===== config.mk =====
export PLATFORM = sky130hd
export DESIGN_NAME = clkgen_ctl
export DESIGN_NICKNAME = d
export VERILOG_FILES = /design/src/rtl/clkgen_pkg.sv /design/src/rtl/clkgen_sync.sv /design/src/rtl/clkgen_rst_seq.sv /design/src/rtl/clkgen_serial_rx.sv /design/src/rtl/clkgen_ctl.sv
export SDC_FILE = /design/constraint.sdc
export NUM_CORES = 1
export LEC_CHECK = 0
export BUFFER_PORTS_ARGS = -buffer_cell sky130_fd_sc_hd__buf_2
export CAP_MARGIN = 25
export CORE_UTILIZATION = 45
export DETAILED_ROUTE_END_ITERATION = 10
export PLACE_DENSITY_LB_ADDON = 0.05
export SLEW_MARGIN = 20
export SYNTH_ARGS = -nofsm -noshare
export SYNTH_HDL_FRONTEND = slang
export SYNTH_SLANG_ARGS = --single-unit

===== constraint.sdc =====
create_clock -name clk -period 2.35 [get_ports clk]
set_input_delay 0.5875 -clock clk [delete_from_list [all_inputs] [get_ports clk]]
set_output_delay 0.5875 -clock clk [all_outputs]
set_load 0.02 [all_outputs]

===== src/rtl/clkgen_pkg.sv =====
package clkgen_pkg;

  localparam int WORD_W = 16;
  localparam int N_OUT  = 6;
  localparam int FS_LSB = 0;
  localparam int SR_LSB = 2;
  localparam int CE_LSB = 4;
  localparam int MULT_W = 10;
  localparam int RATE_W = 17;

  typedef enum logic [1:0] {
    GRP_48K  = 2'b00,
    GRP_44K1 = 2'b01,
    GRP_32K  = 2'b10,
    GRP_RSV  = 2'b11
  } grp_e;

  // Base rate of a group, doubled when double rate is active.
  function automatic logic [RATE_W-1:0] rate_of(input grp_e g, input logic dbl);
    int base;
    case (g)
      GRP_44K1: base = 44100;
      GRP_32K:  base = 32000;
      default:  base = 48000;
    endcase
    return dbl ? RATE_W'(base * 2) : RATE_W'(base);
  endfunction

  // Multiplier of an output index (2..4); output 1 is fixed and reports 0.
  function automatic logic [MULT_W-1:0] mult_of(input int idx, input logic dbl);
    case (idx)
      2:       return MULT_W'(256);
      3:       return MULT_W'(384);
      4:       return dbl ? MULT_W'(384) : MULT_W'(768);
      default: return '0;
    endcase
  endfunction

endpackage


===== src/rtl/clkgen_sync.sv =====
module clkgen_sync #(
  parameter int W = 4
) (
  input  logic         clk,
  input  logic [W-1:0] d,
  output logic [W-1:0] q
);
  logic [W-1:0] meta;

  always_ff @(posedge clk) begin
    meta <= d;
    q    <= meta;
  end
endmodule


===== src/rtl/clkgen_rst_seq.sv =====
module clkgen_rst_seq #(
  parameter int RST_CYCLES = 1024
) (
  input  logic clk,
  input  logic por_req,
  input  logic ext_rst_n,
  output logic busy
);
  localparam int CW = $clog2(RST_CYCLES + 1);

  logic [CW-1:0] cnt;
  logic          hold_req;

  assign hold_req = !ext_rst_n || por_req;

  always_ff @(posedge clk) begin
    if (hold_req) begin
      busy <= 1'b1;
      cnt  <= '0;
    end else if (busy) begin
      if (cnt == CW'(RST_CYCLES - 1)) busy <= 1'b0;
      else                            cnt  <= cnt + 1'b1;
    end
  end

  // a pending request keeps the sequencer busy
  assert_hold_R7: assert property (@(posedge clk) disable iff (por_req)
    !ext_rst_n |=> busy);

  // release happens only at the end of the full count
  assert_release_R7: assert property (@(posedge clk) disable iff (hold_req)
    $fell(busy) |-> ($past(cnt) == CW'(RST_CYCLES - 1)));
endmodule


===== src/rtl/clkgen_serial_rx.sv =====
module clkgen_serial_rx #(
  parameter int WORD_W = 16,
  parameter int KEEP_W = 10
) (
  input  logic              clk,
  input  logic              rst,
  input  logic              sck_s,
  input  logic              stb_s,
  input  logic              dat_s,
  output logic              word_ok,
  output logic [KEEP_W-1:0] word_lo
);
  localparam int CNT_W = $clog2(WORD_W + 1);

  logic             sck_d, stb_d;
  logic             sck_rise, stb_rise, stb_fall;
  logic [CNT_W-1:0] bit_cnt;
  logic             full;

  always_ff @(posedge clk) begin
    sck_d <= sck_s;
    stb_d <= stb_s;
  end

  assign sck_rise = sck_s & ~sck_d;
  assign stb_rise = stb_s & ~stb_d;
  assign stb_fall = ~stb_s & stb_d;
  assign full     = (bit_cnt == CNT_W'(WORD_W));

  always_ff @(posedge clk) begin
    if (rst) begin
      bit_cnt <= '0;
      word_lo <= '0;
    end else begin
      if (stb_fall)                bit_cnt <= '0;
      else if (sck_rise && !full) bit_cnt <= bit_cnt + 1'b1;
      if (sck_rise) word_lo <= {word_lo[KEEP_W-2:0], dat_s};
    end
  end

  assign word_ok = stb_rise & full;

  // the bit count saturates at the word length
  assert_cnt_bound_R1: assert property (@(posedge clk) disable iff (rst)
    bit_cnt <= CNT_W'(WORD_W));

  // a strobe falling edge restarts the count
  assert_cnt_clear_R2: assert property (@(posedge clk) disable iff (rst)
    stb_fall |=> (bit_cnt == '0));
endmodule


===== src/rtl/clkgen_ctl.sv =====
module clkgen_ctl
  import clkgen_pkg::*;
#(
  parameter int RST_CYCLES = 1024
) (
  input  logic              clk,
  input  logic              por_req,
  input  logic              ext_rst_n,
  input  logic              io_hw_sel,
  input  logic              io_stb_r0,
  input  logic              io_dat_g0,
  input  logic              io_sck_g1,
  output logic              rst_busy,
  output logic [1:0]        grp_sel,
  output logic              dbl_rate,
  output logic [N_OUT-1:0]  out_en,
  output logic [MULT_W-1:0] mult_o2,
  output logic [MULT_W-1:0] mult_o3,
  output logic [MULT_W-1:0] mult_o4,
  output logic [RATE_W-1:0] rate_hz,
  output logic              cfg_changed
);
  localparam int KEEP_W = CE_LSB + N_OUT;

  logic [3:0]        pins_s;
  logic              hw_s, a_s, b_s, c_s;
  logic              word_ok, commit;
  logic [KEEP_W-1:0] word_lo;
  grp_e              fs_r, src_grp, nxt_grp, grp_q;
  logic              dbl_r, src_dbl, dbl_q;
  logic [N_OUT-1:0]  ce_r;

  clkgen_sync #(.W(4)) u_sync (
    .clk (clk),
    .d   ({io_hw_sel, io_stb_r0, io_dat_g0, io_sck_g1}),
    .q   (pins_s)
  );

  assign {hw_s, a_s, b_s, c_s} = pins_s;

  clkgen_rst_seq #(.RST_CYCLES(RST_CYCLES)) u_rst (
    .clk       (clk),
    .por_req   (por_req),
    .ext_rst_n (ext_rst_n),
    .busy      (rst_busy)
  );

  clkgen_serial_rx #(.WORD_W(WORD_W), .KEEP_W(KEEP_W)) u_rx (
    .clk     (clk),
    .rst     (rst_busy),
    .sck_s   (c_s),
    .stb_s   (a_s),
    .dat_s   (b_s),
    .word_ok (word_ok),
    .word_lo (word_lo)
  );

  assign commit = word_ok & ~hw_s;

  // Mode register: reserved codes leave their own field untouched.
  always_ff @(posedge clk) begin
    if (rst_busy) begin
      fs_r  <= GRP_48K;
      dbl_r <= 1'b0;
      ce_r  <= '1;
    end else if (commit) begin
      if (word_lo[FS_LSB +: 2] != GRP_RSV) fs_r <= grp_e'(word_lo[FS_LSB +: 2]);
      if (!word_lo[SR_LSB + 1])           dbl_r <= word_lo[SR_LSB];
      ce_r <= word_lo[CE_LSB +: N_OUT];
    end
  end

  assign src_grp = hw_s ? grp_e'({c_s, b_s}) : fs_r;
  assign src_dbl = hw_s ? a_s : dbl_r;
  assign nxt_grp = (src_grp == GRP_RSV) ? grp_q : src_grp;

  always_ff @(posedge clk) begin
    if (rst_busy) begin
      grp_q       <= GRP_48K;
      dbl_q       <= 1'b0;
      cfg_changed <= 1'b0;
    end else begin
      grp_q       <= nxt_grp;
      dbl_q       <= src_dbl;
      cfg_changed <= (nxt_grp != grp_q) || (src_dbl != dbl_q);
    end
  end

  genvar gi;
  generate
    for (gi = 0; gi < N_OUT; gi++) begin : g_en
      assign out_en[gi] = rst_busy | hw_s | ce_r[gi];
    end
  endgenerate

  assign grp_sel  = grp_q;
  assign dbl_rate = dbl_q;
  assign mult_o2  = mult_of(2, dbl_q);
  assign mult_o3  = mult_of(3, dbl_q);
  assign mult_o4  = mult_of(4, dbl_q);
  assign rate_hz  = rate_of(grp_q, dbl_q);

  // a reserved group code in a committed word keeps the stored group
  assert_rsv_group_R4: assert property (@(posedge clk) disable iff (rst_busy)
    (commit && word_lo[FS_LSB +: 2] == 2'b11) |=> $stable(fs_r));

  // with the straps active, the enable register never moves
  assert_hw_lock_R5: assert property (@(posedge clk) disable iff (rst_busy)
    $past(hw_s) |-> $stable(ce_r));

  // the change pulse matches an actual move of group or rate
  assert_chg_pulse_R10: assert property (@(posedge clk) disable iff (rst_busy)
    cfg_changed == ((grp_q != $past(grp_q)) || (dbl_q != $past(dbl_q))));

  // output 4 runs at twice output 3 only at standard rate
  assert_mult_pair_R8: assert property (@(posedge clk) disable iff (rst_busy)
    mult_o4 == (dbl_q ? mult_o3 : {mult_o3[MULT_W-2:0], 1'b0}));
endmodule


==> out/metrics.csv <==
metric,value,unit
Root Buffer,clkbuf_8,
ys async rst share,0,
clk sink count,50,
DRC viols,0,
reg2reg end,ce_r[4],
post-DP HPWL,2.82,mm
Clock Skew,0.00781,ns
Synth Register Bits,50,
fillcell total,473,
"setup slack, reg-to-reg",0.68,ns
CTS Buf Count,5,
Final Cycle Share,0.948,
Die Area,5420,sq um
"slowest stage cell, crit path",dfxtp_1,
register area share after synthesis,0.434,
FP Rows,25,
Max stage delay on crit path,0.43,ns
"Cell Chain, Critical Path","inv_1, ha_1, ha_1, inv_1, buf_2",
CP Launch Type,flip-flop,
core box area,4820,sq um
worst hold margin,0.331,ns
data required time of the worst path,1.76,ns
post-DR vias/cell,4.71,
reg2reg path depth,7,
Ant. Diodes,0,
CTS tree,yes,
Starting DRT DRC Count,58,
Post-Syn Area,2310,sq um
gr usage total,0.160,
main area contributors after synthesis,"dfxtp_1 (43%), buf_4 (11%), nand2_1 (6.5%)",
Worst setup endpoint,rate_hz[10],
"worst slack, placed",0.439,ns
Area Overhead vs Synth,8.24,%
Final Worst Setup Slack,0.123,ns
remaining antenna violation count after routing,0,
"CTS clk-pin slew, worst paths",0.08,ns
yosys warns,0,
WL per Instance,10.7,um
main flop type after synthesis,dfxtp_1,
Rel. slew slack,0.623,
Hold Path Class,flip-flop to flip-flop,
GPL Wtd Cong,0.781,
Crit Path Max Fanout,6,
RR Startpoint,u_rx.bit_cnt[0],
post-synth cell types,40,
vias in the first global route,1467,
H-tree levels,2,
Post-synth top cells,"dfxtp_1 (50), nand2_1 (40), buf_4 (34)",
RSZ-0062 raised after global routing,false,
Post-Synthesis Cells,266,
Crit Path Class,flip-flop to output pin,
global-route wire length before repair,6.69,mm
"Cell Count, Final, Fillers Out",365,
max cap viols,0,
Post-CTS Setup Inserts,0,
Synth top area share,0.434,
Pleak,1.04,nW
clk buf depth,2,
first-pass iteration count of the detailed router,5,
worst skew pair latency,0.30,ns
Pwr Total,1.45,mW
Post-CTS Hold Buffers,0,
Resize count post-CTS,0,
share of layout cells above drive strength 1,0.174,
placed cells,357,
"area leader, netlist",dfxtp_1,
Final Setup Violations,0,
Worst-Margin Slew,0.559,ns
nets,312,
vias,1720,
total global routing overflow,0,
Final Hold Fails,0,
Setup crit end kind,output pin,
crit path from,grp_sel[0],
initial antenna violation count,0,
Peak VDD IR,0.448,mV
fin. max-slew vios,0,
outcome,"finished, final reports clean",
final WL,3.91,mm
Achievable Freq,449,MHz
setup TNS,0,ns
"Arr. time, crit path",1.64,ns
PD cells,580,nW/um^2
largest net degree at the start of global routing,25,
syn_area_per_cell,8.68,sq um
fin crit period,2.23,ns
IO buf count,32,
io pins,65,
most frequent cell after synthesis,dfxtp_1,
initial core utilization,0.479,
number of synthesized flops with an enable pin,0,
Die Ht,73.6,um
Horiz. Die Dim,73.6,um
-- logic make-up (layout without fill, tap and decap cells) --
| group | after synthesis | after routing | share of synthesized area |
|---|---|---|---|
| compound gates | 40 | 40 | 0.109 |
| other cells | 2 | 32 | 0.00325 |
| xor+xnor | 6 | 6 | 0.0228 |
| fa+ha+maj | 8 | 8 | 0.0434 |
| flops | 50 | 50 | 0.434 |
| simple gates | 94 | 94 | 0.197 |
| buf+inv | 56 | 58 | 0.147 |
| mux | 10 | 10 | 0.0434 |
-- worst min path at each step --
| stage | startpoint | end | slack, ns | depth (start not counted) |
|---|---|---|---|---|
| floorplan | u_sync.meta[0] | u_sync.q[0] | 0.31 | 0 |
| global placement | u_sync.meta[2] | u_sync.q[2] | 0.31 | 0 |
| detailed placement | u_sync.meta[0] | u_sync.q[0] | 0.31 | 0 |
| CTS | u_sync.meta[0] | u_sync.q[0] | 0.33 | 0 |
| global route | u_sync.meta[2] | u_sync.q[2] | 0.34 | 0 |
| finish | u_sync.meta[0] | u_sync.q[0] | 0.33 | 0 |
-- layout by cell type (no fill, tap or decap), types with 2 or more instances in the layout --
master	instances
dfxtp_1	50
nand2_1	40
conb_1	32
buf_2	32
nor2_1	19
a21oi_1	18
inv_1	13
mux2i_1	10
o21ai_0	8
ha_1	8
or3_1	7
clkbuf_8	6
nand4_1	5
a211oi_1	4
nor3_1	4
buf_4	4
nor2b_1	3
nand2b_1	3
nand3_1	3
xnor2_1	3
xor2_1	3
o31ai_1	2
or4_1	2
a31oi_1	2
-- final cells by class --
type / count / area (sq um) / area share
sequential: 50 / 1000 / 0.401
multi-input combinational: 190 / 1080 / 0.432
tap: 67 / 83.8 / 0.0336
inverter: 14 / 52.6 / 0.0210
clock buffer: 7 / 86.3 / 0.0346
timing repair buffer: 36 / 190 / 0.0761
clock inverter: 1 / 5.00 / 0.00200
-- registers in the layout (all words and copies together), names as in the netlist --
| register | count |
|---|---|
| grp_sel | 2 |
| u_rx.word_lo | 10 |
| ce_r | 6 |
| u_sync.meta | 4 |
| dbl_rate | 1 |
| u_sync.q | 4 |
| cfg_changed | 1 |
| u_rx.bit_cnt | 5 |
| fs_r | 2 |
| u_rst.busy | 1 |
| u_rst.cnt | 11 |
| u_rx.sck_d | 1 |
| dbl_r | 1 |
| u_rx.stb_d | 1 |
-- critical path, delay by kind of cell (launching register included) --
kind | cells | cell delay [ns]
fa+ha+maj | 2 | 0.62
buf+inv | 3 | 0.30
flops | 1 | 0.43
-- stage by stage --
| step | cell area, sq um | utilization |
|---|---|---|
| floorplan | 2420 | - |
| CTS | 2500 | 0.519 |
| global placement | 2410 | 0.500 |
| global route | 2500 | 0.519 |
| detailed placement | 2410 | 0.500 |
| finish | 2500 | 0.519 |
-- where the power goes --
part	switching, mW	internal [mW]
Combinational	0.0630	0.0131
Clock	0.269	0.238
Sequential	0.00863	0.857
Total	0.340	1.11
-- metal layers --
metal / up-vias / global-route usage / routed length, um
met4: 0 / 0.0662 / 62
met3: 6 / 0.0425 / 189
met2: 60 / 0.238 / 1600
li1: 882 / - / -
met5: - / 0 / 0
met1: 772 / 0.221 / 2060
Power figures use the tool's default switching activity.
